--- config.mk ---
export PLATFORM = sky130hd
export DESIGN_NAME = hold_step_seq
export DESIGN_NICKNAME = d
export VERILOG_FILES = /design/src/rtl/hs_pkg.sv /design/src/rtl/hs_cfg_reg.sv /design/src/rtl/hs_step_timer.sv /design/src/rtl/hs_scale_fsm.sv /design/src/rtl/hold_step_seq.sv
export SDC_FILE = /design/constraint.sdc
export NUM_CORES = 1
export LEC_CHECK = 0
export CAP_MARGIN = 0
export CORE_ASPECT_RATIO = 1.5
export CORE_MARGIN = 1
export CORE_UTILIZATION = 47
export CTS_CLUSTER_SIZE = 10
export DETAILED_ROUTE_END_ITERATION = 12
export PLACE_DENSITY = 0.74
export SKIP_LAST_GASP = 1
export SYNTH_ARGS = -nofsm -noshare
export SYNTH_HDL_FRONTEND = slang
export SYNTH_SLANG_ARGS = --single-unit
--- constraint.sdc ---
create_clock -name clk_i -period 4.41 [get_ports clk_i]
set_input_delay 0.882 -clock clk_i [delete_from_list [all_inputs] [get_ports clk_i]]
set_output_delay 0.882 -clock clk_i [all_outputs]
set_load 0.005 [all_outputs]
--- src/rtl/hs_pkg.sv ---
package hs_pkg;
  localparam int unsigned CODE_W  = 5;
  localparam int unsigned DLY_W   = 4;
  localparam int unsigned CFG_W   = 32;
  localparam int unsigned HOLD_LSB = 0;
  localparam int unsigned RUN_LSB  = 8;
  localparam int unsigned DLY_LSB  = 16;

  typedef enum logic [1:0] {
    PH_RUN  = 2'd0,
    PH_DOWN = 2'd1,
    PH_HOLD = 2'd2
  } hs_phase_e;

  typedef struct packed {
    logic [DLY_W-1:0]  dly;
    logic [CODE_W-1:0] run;
    logic [CODE_W-1:0] hold;
  } hs_cfg_t;

  function automatic hs_cfg_t hs_unpack(input logic [CFG_W-1:0] w);
    hs_cfg_t c;
    c.hold = w[HOLD_LSB +: CODE_W];
    c.run  = w[RUN_LSB  +: CODE_W];
    c.dly  = w[DLY_LSB  +: DLY_W];
    return c;
  endfunction
endpackage

--- src/rtl/hs_cfg_reg.sv ---
module hs_cfg_reg
  import hs_pkg::*;
(
  input  logic             clk_i,
  input  logic             rst_ni,
  input  logic [CFG_W-1:0] cfg_i,
  output hs_cfg_t          cfg_o
);
  hs_cfg_t cfg_q;
  logic    unused_bits;

  // fields outside hold/run/delay carry no function
  assign unused_bits = ^{cfg_i[CFG_W-1:DLY_LSB+DLY_W],
                         cfg_i[DLY_LSB-1:RUN_LSB+CODE_W],
                         cfg_i[RUN_LSB-1:HOLD_LSB+CODE_W]};

  always_ff @(posedge clk_i or negedge rst_ni) begin
    if (!rst_ni) cfg_q <= '0;
    else         cfg_q <= hs_unpack(cfg_i);
  end

  assign cfg_o = cfg_q;
endmodule

--- src/rtl/hs_step_timer.sv ---
module hs_step_timer #(
  parameter int unsigned STEP_SHIFT = 18,
  parameter int unsigned DLY_W      = 4
) (
  input  logic             clk_i,
  input  logic             rst_ni,
  input  logic             run_i,
  input  logic [DLY_W-1:0] dly_i,
  output logic             tick_o
);
  localparam int unsigned CNT_W = STEP_SHIFT + DLY_W;

  logic [CNT_W-1:0] cnt_q;
  logic [CNT_W:0]   cnt_inc;
  logic [CNT_W:0]   period;

  assign cnt_inc = {1'b0, cnt_q} + 1'b1;
  assign period  = {1'b0, dly_i, {STEP_SHIFT{1'b0}}};
  assign tick_o  = run_i && (dly_i != '0) && (cnt_inc >= period);

  always_ff @(posedge clk_i or negedge rst_ni) begin
    if (!rst_ni)               cnt_q <= '0;
    else if (!run_i || tick_o) cnt_q <= '0;
    else                       cnt_q <= cnt_inc[CNT_W-1:0];
  end

  // a step never fires before a full period has elapsed
  a_r6_tick_after_period: assert property (@(posedge clk_i) disable iff (!rst_ni)
    (run_i && !tick_o && $past(!run_i)) |=> !tick_o || (dly_i <= 1 && STEP_SHIFT <= 1));
endmodule

--- src/rtl/hs_scale_fsm.sv ---
module hs_scale_fsm
  import hs_pkg::*;
(
  input  logic              clk_i,
  input  logic              rst_ni,
  input  hs_cfg_t           cfg_i,
  input  logic              moving_i,
  input  logic              wait_done_i,
  input  logic              tick_i,
  output hs_phase_e         phase_o,
  output logic [CODE_W-1:0] scale_o
);
  hs_phase_e         phase_q, phase_d;
  logic [CODE_W-1:0] scale_q, scale_d;
  logic [CODE_W-1:0] scale_dec;

  assign scale_dec = scale_q - 1'b1;

  always_comb begin
    phase_d = phase_q;
    scale_d = scale_q;
    if (moving_i) begin
      phase_d = PH_RUN;
      scale_d = cfg_i.run;
    end else begin
      unique case (phase_q)
        PH_RUN: begin
          scale_d = cfg_i.run;
          if (wait_done_i) begin
            if (cfg_i.dly == '0 || cfg_i.hold >= cfg_i.run) begin
              phase_d = PH_HOLD;
              scale_d = cfg_i.hold;
            end else begin
              phase_d = PH_DOWN;
            end
          end
        end
        PH_DOWN: begin
          if (cfg_i.dly == '0 || cfg_i.hold >= scale_q) begin
            phase_d = PH_HOLD;
            scale_d = cfg_i.hold;
          end else if (tick_i) begin
            scale_d = scale_dec;
            if (scale_dec == cfg_i.hold) phase_d = PH_HOLD;
          end
        end
        PH_HOLD: scale_d = cfg_i.hold;
        default: begin
          phase_d = PH_RUN;
          scale_d = cfg_i.run;
        end
      endcase
    end
  end

  always_ff @(posedge clk_i or negedge rst_ni) begin
    if (!rst_ni) begin
      phase_q <= PH_RUN;
      scale_q <= '0;
    end else begin
      phase_q <= phase_d;
      scale_q <= scale_d;
    end
  end

  assign phase_o = phase_q;
  assign scale_o = scale_q;

  // staircase moves by at most one code, or lands on hold
  a_r6_step_by_one: assert property (@(posedge clk_i) disable iff (!rst_ni)
    (phase_q == PH_DOWN && !moving_i) |=>
      (scale_q == $past(scale_q)) || (scale_q == $past(scale_q) - 1'b1) ||
      (scale_q == $past(cfg_i.hold)));

  // zero delay goes straight to hold
  a_r5_zero_delay_direct: assert property (@(posedge clk_i) disable iff (!rst_ni)
    (phase_q == PH_RUN && !moving_i && wait_done_i && cfg_i.dly == '0) |=>
      (scale_q == $past(cfg_i.hold)) && (phase_q == PH_HOLD));

  // hold at or above present scale jumps
  a_r7_jump_up: assert property (@(posedge clk_i) disable iff (!rst_ni)
    (phase_q == PH_DOWN && !moving_i && cfg_i.hold >= scale_q) |=>
      scale_q == $past(cfg_i.hold));

  // hold phase tracks hold field
  a_r10_hold_tracks: assert property (@(posedge clk_i) disable iff (!rst_ni)
    (phase_q == PH_HOLD && !moving_i) |=> (scale_q == $past(cfg_i.hold)) && (phase_q == PH_HOLD));
endmodule

--- src/rtl/hold_step_seq.sv ---
module hold_step_seq
  import hs_pkg::*;
#(
  parameter int unsigned STEP_SHIFT = 18
) (
  input  logic              clk_i,
  input  logic              rst_ni,
  input  logic [31:0]       cfg_i,
  input  logic              moving_i,
  input  logic              wait_done_i,
  output logic [4:0]        cur_scale_o
);
  hs_cfg_t   cfg_w;
  hs_phase_e phase_w;
  logic      tick_w;

  hs_cfg_reg u_cfg (
    .clk_i  (clk_i),
    .rst_ni (rst_ni),
    .cfg_i  (cfg_i),
    .cfg_o  (cfg_w)
  );

  hs_step_timer #(
    .STEP_SHIFT (STEP_SHIFT),
    .DLY_W      (DLY_W)
  ) u_timer (
    .clk_i  (clk_i),
    .rst_ni (rst_ni),
    .run_i  (phase_w == PH_DOWN),
    .dly_i  (cfg_w.dly),
    .tick_o (tick_w)
  );

  hs_scale_fsm u_fsm (
    .clk_i       (clk_i),
    .rst_ni      (rst_ni),
    .cfg_i       (cfg_w),
    .moving_i    (moving_i),
    .wait_done_i (wait_done_i),
    .tick_i      (tick_w),
    .phase_o     (phase_w),
    .scale_o     (cur_scale_o)
  );

  // sampled motion yields the run code next edge
  a_r8_run_on_motion: assert property (@(posedge clk_i) disable iff (!rst_ni)
    moving_i |=> cur_scale_o == $past(cfg_w.run));
endmodule

==> impl_metrics.env <==
export IMPL_setup_violations=0
export IMPL_post_route_drc_count=0
export IMPL_crit_required_ps=4590
export IMPL_ys_seq_elements=43
export IMPL_synthesis_nets=341
export IMPL_initial_core_util=0.494
export IMPL_fp_row_count=33
export IMPL_final_cell_area_sq_um=3120
export IMPL_leakage_nw=1.35
export IMPL_rsz0062_at_grt="false"
export IMPL_cts_hold_buf=0
export IMPL_fmax_mhz=272
export IMPL_synth_edff_count=0
export IMPL_seq_area_frac_synth=0.394
export IMPL_syn_inst=288
export IMPL_antenna_left=0
export IMPL_yosysTopAreaCell="dfrtp_1"
export IMPL_cts_sink_count=43
export IMPL_grt_pass1_wl_mm=9.72
export IMPL_final_common_cell="dfrtp_1"
export IMPL_area_growth_pct=14.1
export IMPL_final_hold_violation_count=0
export IMPL_m1WireLength_mm=2.16
export IMPL_maxCapViolations=0
export IMPL_finalSetupTns_ps=0
export IMPL_setup_worst_path_end="u_fsm.phase_o[0]$_DFFE_PN0P_"
export IMPL_max_slew_margin=0.385
export IMPL_whs_ps=557
export IMPL_cts_root_buffer="clkbuf_8"
export IMPL_die_h_um=95.4
export IMPL_clock_path_buffers=2
export IMPL_post_dp_cell_area_sq_um=2980
export IMPL_power_total_w=0.00115
export IMPL_crit_start="u_timer.cnt_q[2]$_DFF_PN0_"
export IMPL_avgSynthCellArea_sq_um=9.48
export IMPL_worstHoldPathType="reg -> reg"
export IMPL_grt_pass1_vias=2198
export IMPL_coreArea_sq_um=5530
export IMPL_final_cell_mix="43 x dfrtp_1, 23 x nor3_1, 21 x clkdlybuf4s50_1"
export IMPL_fillCellCount=521
export IMPL_cts_tree="done"
export IMPL_crit_arrival_ps=3850
export IMPL_timing_rr_end="u_fsm.phase_o[0]$_DFFE_PN0P_"
export IMPL_yosysTopAreaCellShare=0.394
export IMPL_status="finished clean"
export IMPL_top_layer="met4"
export IMPL_critPathCaptureType="flip-flop"
export IMPL_hpwl_mm=4.31
export IMPL_antenna_found_initial=0
export IMPL_clk_latency_ps=290
export IMPL_routed_wl_mm=5.72
export IMPL_slew_violations=0
export IMPL_fin_skew_ps=7.25
export IMPL_portBuffers=22
export IMPL_synthFlopType="dfrtp_1"
export IMPL_via_per_inst=5.75
export IMPL_cts_buffers=5
export IMPL_ios=41
export IMPL_ys_types=49
export IMPL_route_met2_wl_mm=3.28
export IMPL_power_density_nw_per_um2=369
export IMPL_grt_remaining_overflow=0
export IMPL_worstMarginPinSlew_ps=922
export IMPL_drtIter0Drc=108
export IMPL_cts_resized=0
export IMPL_peakVddDrop_mv=0.303
export IMPL_path_clk_slew_ps=80
export IMPL_cts_setup_buffers=0
export IMPL_drive_gt1_frac=0.0744
export IMPL_routedWlPerCell_um=15.1
export IMPL_num_antenna_cells=0
export IMPL_yosysWarningCount=0
export IMPL_worstPathMaxFanout=9
export IMPL_nNetsFinal=361
export IMPL_start_kind="flip-flop"
export IMPL_num_vias=2180
export IMPL_syn_area_sq_um=2730
export IMPL_grt_usage=0.206
export IMPL_first_pass_iters=4
export IMPL_die_w_um=64.2
export IMPL_critPathKind="reg -> reg"
export IMPL_die_area_sq_um=6130
export IMPL_period_share=0.833
export IMPL_worst_r2r_path_depth=13
export IMPL_async_flop_share=1.00
export IMPL_r2r_start="u_timer.cnt_q[2]$_DFF_PN0_"
export IMPL_grt_max_degree=44
export IMPL_min_period_ps=3670
export IMPL_place_congestion=0.893
export IMPL_post_synth_main_area_contributors="dfrtp_1 39%, ha_1 7.8%, xnor2_1 6.4%, nor3_1 4.2%, inv_1 2.7%"
export IMPL_h_tree_depth=2
export IMPL_r2r_setup_slack_ps=740
export IMPL_wl_met3_um=99
==> cells by family (layout without fill, tap and decap cells) <==
| group | count (synthesis) | after routing | share of synthesized area |
|---|---|---|---|
| simple gates | 117 | 117 | 0.241 |
| fa+ha+maj | 17 | 17 | 0.0779 |
| buf+inv | 30 | 51 | 0.0486 |
| xor+xnor | 27 | 27 | 0.0866 |
| mux | 9 | 9 | 0.0348 |
| flops | 43 | 43 | 0.394 |
| compound gates | 45 | 45 | 0.117 |
==> where the power goes <==
group	internal (W)	switching, W	leakage, nW	total, W
Combinational	0.000153	0.000168	0.735	0.000321
Clock	0.000226	0.000134	0.0654	0.000360
Sequential	0.000426	0.0000435	0.554	0.000469
==> worst max-delay path, stage by stage, from the launching register on <==
cell and delay (ps):
dfrtp_1 490, nand4_1 250, or2_2 400, nor3_1 400, nand2_1 130, xnor2_1 220
ha_1 280, nor2b_1 130, o21ai_0 130, nand2b_1 80, a211oi_1 340, and3_1 270
a21oi_1 120, mux2_1 320
==> metal layers <==
metal  GRT usage  vias to the layer above
met5           0                        -
met4      0.0981                        0
met3      0.0287                       17
met2       0.420                       39
met1       0.194                     1054
li1            -                     1070
==> registers in the layout (all words and copies together), names as in the netlist <==
register       count
u_timer.cnt_q     22
u_cfg.cfg_o       14
u_fsm.scale_o      5
u_fsm.phase_o      2
==> worst min-delay path by stage <==
stage	startpoint	to	slack, ps	depth (start not counted)
detailed placement	u_timer.cnt_q[0]$_DFF_PN0_	u_timer.cnt_q[0]$_DFF_PN0_	550	1
CTS	u_timer.cnt_q[0]$_DFF_PN0_	u_timer.cnt_q[0]$_DFF_PN0_	570	1
global placement	u_timer.cnt_q[0]$_DFF_PN0_	u_timer.cnt_q[0]$_DFF_PN0_	550	1
global route	u_timer.cnt_q[0]$_DFF_PN0_	u_timer.cnt_q[0]$_DFF_PN0_	610	1
floorplan	u_timer.cnt_q[0]$_DFF_PN0_	u_timer.cnt_q[0]$_DFF_PN0_	500	1
finish	u_timer.cnt_q[0]$_DFF_PN0_	u_timer.cnt_q[0]$_DFF_PN0_	560	1
==> cell type report <==
| cell class | instances | area, sq um | area share |
|---|---|---|---|
| clock buffer | 6 | 72.6 | 0.0233 |
| clock inverter | 2 | 60.1 | 0.0193 |
| inverter | 20 | 75.1 | 0.0241 |
| multi-input combinational | 215 | 1520 | 0.489 |
| sequential | 43 | 1080 | 0.345 |
| tap | 70 | 87.6 | 0.0281 |
| timing repair buffer | 23 | 223 | 0.0715 |
==> stage by stage <==
step | util | instances | worst slack, ps
3_5_place_dp | 0.539 | 371 | 745
2_1_floorplan | - | 288 | 1250
5_1_grt | 0.563 | 379 | 450
4_1_cts | 0.563 | 379 | 707
6_report | 0.563 | 379 | 736
3_3_place_gp | 0.539 | 371 | 767
==> synth_stat cells, types with 2 or more instances <==
cell      number
nand2b_1       4
mux2_2         3
a311o_1        2
nand3_1       12
a211oi_1       7
nor2b_1        6
and2_1         2
nor3b_1        5
or2_2          3
a21oi_1        9
clkbuf_1       6
nor2_1        16
a211o_1        4
and3_1        10
a31oi_1        3
o31ai_1        2
mux2i_1        5
xor2_1         7
dfrtp_1       43
inv_1         20
o32a_1         2
nor3_1        23
nand4_1        8
nand2_1       16
ha_1          17
o21ai_0        8
nor4_2         2
nor4_1         2
buf_6          2
xnor2_1       20
Power figures use the tool's default switching activity.
